File: src/rtl/ipc_pkg.sv
package ipc_pkg;
  typedef enum logic [1:0] {
    ST_ARM  = 2'd0,
    ST_RUN  = 2'd1,
    ST_BIAS = 2'd2,
    ST_LOCK = 2'd3
  } ipc_state_t;
endpackage

File: src/rtl/ipc_sync.sv
module ipc_sync #(
  parameter int STAGES = 2
) (
  input  logic clk,
  input  logic rst_n,
  input  logic d_async,
  output logic q_sync
);
  logic [STAGES-1:0] chain;

  always_ff @(posedge clk or negedge rst_n) begin
    if (!rst_n) chain <= '0;
    else        chain <= {chain[STAGES-2:0], d_async};
  end

  assign q_sync = chain[STAGES-1];
endmodule

File: src/rtl/ipc_timer.sv
module ipc_timer #(
  parameter int DUR_W = 16
) (
  input  logic             clk,
  input  logic             rst_n,
  input  logic             clear,
  input  logic [DUR_W-1:0] limit,
  output logic             expired
);
  localparam logic [DUR_W-1:0] CNT_ONE = DUR_W'(1);
  localparam logic [DUR_W-1:0] CNT_MAX = {DUR_W{1'b1}};

  logic [DUR_W-1:0] cnt;

  always_ff @(posedge clk or negedge rst_n) begin
    if (!rst_n)              cnt <= CNT_ONE;
    else if (clear)          cnt <= CNT_ONE;
    else if (cnt != CNT_MAX) cnt <= cnt + CNT_ONE;
  end

  assign expired = (cnt >= limit);

  // a cleared timer always restarts from the first count
  clear_restart_chk: assert property (@(posedge clk) disable iff (!rst_n)
    clear |=> (cnt == CNT_ONE));
endmodule

File: src/rtl/ipc_fsm.sv
module ipc_fsm
  import ipc_pkg::*;
(
  input  logic clk,
  input  logic rst_n,
  input  logic supply_ok,
  input  logic inhibit,
  input  logic expired,
  output logic timer_clear,
  output logic level_inrush,
  output logic inrush_on
);
  ipc_state_t state, state_nx;

  always_comb begin
    state_nx = state;
    if (inhibit) begin
      state_nx = ST_LOCK;
    end else begin
      unique case (state)
        ST_LOCK: state_nx = ST_ARM;
        ST_ARM:  if (supply_ok) state_nx = ST_RUN;
        ST_RUN: begin
          if (!supply_ok)   state_nx = ST_ARM;
          else if (expired) state_nx = ST_BIAS;
        end
        ST_BIAS: if (!supply_ok) state_nx = ST_ARM;
        default: state_nx = ST_ARM;
      endcase
    end
  end

  always_ff @(posedge clk or negedge rst_n) begin
    if (!rst_n) state <= ST_ARM;
    else        state <= state_nx;
  end

  assign timer_clear  = (state != ST_RUN);
  assign inrush_on    = (state == ST_RUN);
  assign level_inrush = (state == ST_ARM) || (state == ST_RUN);


  no_supply_inrush_chk: assert property (@(posedge clk) disable iff (!rst_n)
    (!supply_ok && !inhibit) |=> (level_inrush && !inrush_on));


  inhibit_bias_chk: assert property (@(posedge clk) disable iff (!rst_n)
    inhibit |=> (!level_inrush && !inrush_on));


  active_means_inrush_chk: assert property (@(posedge clk) disable iff (!rst_n)
    inrush_on |-> level_inrush);


  bias_after_run_chk: assert property (@(posedge clk) disable iff (!rst_n)
    $rose(state == ST_BIAS) |-> ($past(state) == ST_RUN));
endmodule

File: src/rtl/inrush_pulse_ctrl.sv
module inrush_pulse_ctrl #(
  parameter int DUR_W = 16
) (
  input  logic             clk,
  input  logic             rst_n,
  input  logic             supply_ok_async,
  input  logic [DUR_W-1:0] inrush_len,
  input  logic             limit_inhibit,
  output logic             level_inrush,
  output logic             inrush_on
);
  localparam int SYNC_STAGES = 2;

  logic supply_ok;
  logic expired;
  logic timer_clear;

  ipc_sync #(.STAGES(SYNC_STAGES)) u_sync (
    .clk     (clk),
    .rst_n   (rst_n),
    .d_async (supply_ok_async),
    .q_sync  (supply_ok)
  );

  ipc_timer #(.DUR_W(DUR_W)) u_timer (
    .clk     (clk),
    .rst_n   (rst_n),
    .clear   (timer_clear),
    .limit   (inrush_len),
    .expired (expired)
  );

  ipc_fsm u_fsm (
    .clk          (clk),
    .rst_n        (rst_n),
    .supply_ok    (supply_ok),
    .inhibit      (limit_inhibit),
    .expired      (expired),
    .timer_clear  (timer_clear),
    .level_inrush (level_inrush),
    .inrush_on    (inrush_on)
  );
endmodule

File: config.mk
export PLATFORM = sky130hd
export DESIGN_NAME = inrush_pulse_ctrl
export DESIGN_NICKNAME = d
export VERILOG_FILES = /design/src/rtl/ipc_pkg.sv /design/src/rtl/ipc_sync.sv /design/src/rtl/ipc_timer.sv /design/src/rtl/ipc_fsm.sv /design/src/rtl/inrush_pulse_ctrl.sv
export SDC_FILE = /design/constraint.sdc
export NUM_CORES = 1
export LEC_CHECK = 0
export BUFFER_PORTS_ARGS = -buffer_cell sky130_fd_sc_hd__buf_2
export CORE_ASPECT_RATIO = 0.9
export CORE_UTILIZATION = 56
export DETAILED_ROUTE_END_ITERATION = 8
export HOLD_SLACK_MARGIN = 0.12
export PLACE_DENSITY = 0.79
export SETUP_SLACK_MARGIN = 0.2
export SLEW_MARGIN = 10
export SYNTH_ARGS = -nofsm -noshare
export SYNTH_HDL_FRONTEND = slang
export SYNTH_SLANG_ARGS = --single-unit
File: constraint.sdc
create_clock -name clk -period 2.25 [get_ports clk]
set_input_delay 0.3375 -clock clk [delete_from_list [all_inputs] [get_ports clk]]
set_output_delay 0.3375 -clock clk [all_outputs]
set_load 0.02 [all_outputs]
Word level (Yosys, flattened, before mapping)
Cells that the tools add are included.

storage, ports and cells
  register bits after elaboration = 20
  input port bits = 20
  output and inout bits = 2
  logic and storage cells = 25

cells by class
  add/subtract/negate cells = 1
  magnitude comparators = 1
  equality and inequality tests = 8
  muxes and demuxes = 8
  reduce and logical (&&, ||, !) cells = 4

operator list
  cell                     count
  $mux W16                 2
  $add A16 B1 Y16 const B  1
  $ge A16 B16 Y1           1
  $ne A16 B16 Y1 const B   1
  $mux W2                  5
  $pmux W2 S4              1
  $ne A3 B3 Y1 const B     2
  $eq A2 B2 Y1 const B     2
  $ne A4 B4 Y1 const B     1
  $reduce_and A3 Y1        1
  $eq A2 B1 Y1 const B     1
  $logic_not A2 Y1         1
  $ne A2 B1 Y1 const B     1
  $reduce_bool A2 Y1       1
  $logic_or A1 B1 Y1       1

Logic depth before layout (Yosys ltp)
  depth after elaboration = 5
  depth in mapped cells = 8

Cells and area by module
From an unflattened synthesis, not the netlist that was laid out.

unflattened totals
  cell total of the unflattened synthesis = 157
  area total of the unflattened synthesis = 1397.6 um^2

by module, submodules not included
  module     times used  cells an instance  area an instance (um^2)
  ipc_timer  1           145                1247.4
  ipc_fsm    1           10                 100.1
  ipc_sync   1           2                  50.0

Worst setup path after synthesis
Ideal clock, no wire load.

  kind = register to register
  start = register u_timer.cnt[0]
  end = register u_fsm.state[1]
  arrival time = 1.766 ns
  required time = 2.130 ns
  path slack = 0.364 ns
  cell stages (with the launch flop) = 8
  cell sequence = dfstp_2 > inv_1 > ha_1 > nand2b_1 > a2111oi_0 > or4_1 > nand3_1 > a31o_2

on the way
  word-level cells in the longest chain between the ends = 3

ends and longest elaborated chain
  item                         line             source
  from (decl)                  ipc_timer.sv:13  logic [DUR_W-1:0] cnt;
  from (signal assigned)       ipc_timer.sv:18  else if (cnt != CNT_MAX) cnt <= cnt + CNT_ONE;
  $ge A16 B16 Y1               ipc_timer.sv:21  assign expired = (cnt >= limit);
  $ne A4 B4 Y1 (no line)       -
  $reduce_and A3 Y1 (no line)  -
  to (signal assigned)         ipc_fsm.sv:35    else state <= state_nx;
  to (decl)                    ipc_fsm.sv:13    ipc_state_t state, state_nx;

Every way passes these cells.
A chain may end at the register's enable or synchronous reset.

Final worst setup path
Ends and elaborated chain as after synthesis.

==> impl_metrics.toml <==
[clock_tree]
htree_levels = 1
cts.clk_slew.worst_paths_ps = 110
cts_root_buf = "clkbuf_4"
cts_tree = "built"
clock_latency_ps = 300
cts_sinks = 20
numCtsBuffers = 3
clock_path_buffers = 2

[power_and_ir_drop]
p_sw_w = 0.0001738
power_density_nw_per_um2 = 413.0
comb_power_share_pct = 16.9
swShare_pct = 26.32
p_total_w = 0.0006604
leakage_nw = 0.8277
clkPwrFrac_pct = 25.8
p_int_w = 0.0004866
worst_ir_drop_vdd_v = 0.0004386
power_frac_seq_pct = 57.3

[finish]
final_util_pct = 70.07
syn_to_final_growth_pct = 13.50
fin_cells = 210
num-nets-final = 221
antenna_cells = 0
drive_gt1_share_pct = 19.13

[timing]
max_freq_ghz = 0.5295
rsz0062_at_grt = "no"
timing.setup.tns_ps = 0
hold_viol_final = 0
min_period_ps = 1889
fin_skew_ps = 8.690
slew_violations = 0
worstMarginPinSlew_ps = 438.1
finalCritPeriodShare_pct = 83.93
setup_viol = 0
relSlewSlack_pct = 70.79

[setup_path]
crit_arrival_ps = 2090
required_ps = 2450
startpoint = "u_timer.cnt[0]"
worst-setup-path-type = "flip-flop to flip-flop"
endpoint_kind = "flip-flop"
path_max_fanout = 3
worstReg2RegStart = "u_timer.cnt[0]"
cp-start-kind = "flip-flop"

[grt]
grt_pass1_vias = 1091
grtUsageMet3_pct = 6.481
grt_max_degree = 21
gr-usage-all-layers_pct = 24.47
grtUsageMet1_pct = 33.73
grt_use_met2_pct = 38.55
grt_pass1_wl_um = 4733
grt_overflow_total = 0
gr-max-usage-layer = "met2"
antenna_found_initial = 0

[route]
first_pass_iters = 5
drt_iter0_drc = 52
ant_nets = 0
wl_per_cell_um = 14.15
viasPerCell = 5.819
dr_total_vias = 1222
drt-total-wl_um = 2971
post-route-drc-count = 0

[synth]
synth_flop_cell = "dfrtp_1"
synth_edf_count = 0
synth_top_area_share_pct = 33.75
netlist_top_cells_area = "dfrtp_1, ha_1, inv_1"
synthDistinctLibCells = 33
seq_area_frac_synth_pct = 35.61
syn_avg_cell_area_um2 = 8.974
synthCells = 157
synth_commonest_cells = "inv_1, dfrtp_1, ha_1"
synth_nets = 194
ys_ff_latch = 20
yosys.area.top_type = "dfrtp_1"
yosysWarnings = 0
synth_most_common_cell = "inv_1"
synth-async-reset-ratio_pct = 100.0
syn_area_um2 = 1409

[worst_hold_path]
worstHoldStart = "supply_ok_async"
hp-class = "input port to flip-flop"

[floorplanning]
ioPinCount = 22
die_area_um2 = 2721
std_cell_rows = 16
chipWidth_um = 54.87
die_y_um = 49.59
start_util_pct = 61.73
core-area_um2 = 2282

[placed_design]
gp_congestion = 0.8788
dp_hpwl_um = 2279
placed_cells = 204
io_buffers = 21

[run_status]
status = "finished clean"

[job]
maxCapViolCount = 0
[sequential cells by signal, indices dropped and copies added (netlist names)]
name and flops:
u_fsm.state 2, u_sync.chain 2, u_timer.cnt 16
[layer usage]
layer  vias up  part of all wire (%)  routed length (um)
li1        615                     -                   -
met5         -                     0                   0
met1       555                    48                1439
met3         4                   5.7                 170
met4         0                  0.40                  12
met2        48                    45                1350
[what timing repair did]
action	in CTS	in global routing
endpoints found under the setup margin	0	2
buffers inserted	0	1
resized for setup	0	2
hold endpoints to repair	19	0
hold buffers	1	0
[through the flow]
| stage | hold WS, ps | instance area [um2] | worst slack [ps] |
|---|---|---|---|
| final | 143.1 | 1599 | 361.5 |
| after global routing | 121.8 | 1599 | 203.0 |
| after CTS | 144.0 | 1585 | 209.8 |
| after detailed placement | 305.6 | 1549 | 225.6 |
| after global placement | 296.6 | 1549 | 287.1 |
| after floorplan | 41.91 | 1409 | 364.0 |
[logic make-up (layout without fill, tap and decap cells)]
logic type / after synthesis / after routing / share of synthesized area (%)
AO/OA/AOI/OAI: 35 / 35 / 15.72
XOR/XNOR: 8 / 8 / 4.974
adder cells (fa/ha/maj): 17 / 17 / 15.10
buffers and inverters: 23 / 49 / 6.305
flip-flops: 20 / 20 / 35.61
AND/OR/NAND/NOR: 54 / 54 / 22.29
[cells in the final DEF (no fill, tap or decap), types with 5 or more instances in the layout]
cell type / instances
inv_1: 20
and3_1: 5
o21ai_0: 9
buf_2: 21
nand2_1: 12
a21oi_1: 11
and4_1: 5
xor2_1: 6
nand4_1: 6
ha_1: 17
nand3_1: 7
dfrtp_1: 19
nor2_1: 9
[final cells by class]
| cell class | count | area [um2] |
|---|---|---|
| sequential | 20 | 501.7 |
| fill | 177 | 683.2 |
| multi-input combinational | 114 | 824.5 |
| inverter | 20 | 75.07 |
| clock buffer | 4 | 26.28 |
| tap | 27 | 33.78 |
| timing repair buffer | 25 | 137.6 |
[worst max-delay path, stage by stage, from the launching register on]
cell and delay (ps):
dfstp_2 550, inv_1 60, ha_1 260, nand2b_1 150, a2111oi_2 280, or4_1 160, nand3_1 90, a31o_2 250
[power groups by stage]
stage | logic [W] | clock network [W] | registers, W
floorplan | 0.0000599 | 0 | 0.000384
global placement | 0.0000981 | 0 | 0.000385
detailed placement | 0.000103 | 0 | 0.000386
CTS | 0.000105 | 0.000176 | 0.000379
global route | 0.000128 | 0.000199 | 0.000380
finish | 0.000112 | 0.000171 | 0.000378
[final timing paths]
kind                       slack [ps]              end  cells after the start
max                               360   u_fsm.state[1]                      7
min                               140  u_sync.chain[0]                      1
max reg2reg                       360   u_fsm.state[1]                      7
min reg2reg                       370  u_sync.chain[1]                      0
max in group asynchronous        1400   u_timer.cnt[0]                      2
min in group asynchronous         500  u_timer.cnt[15]                      2
No activity file was read; power rests on OpenSTA's default activity.
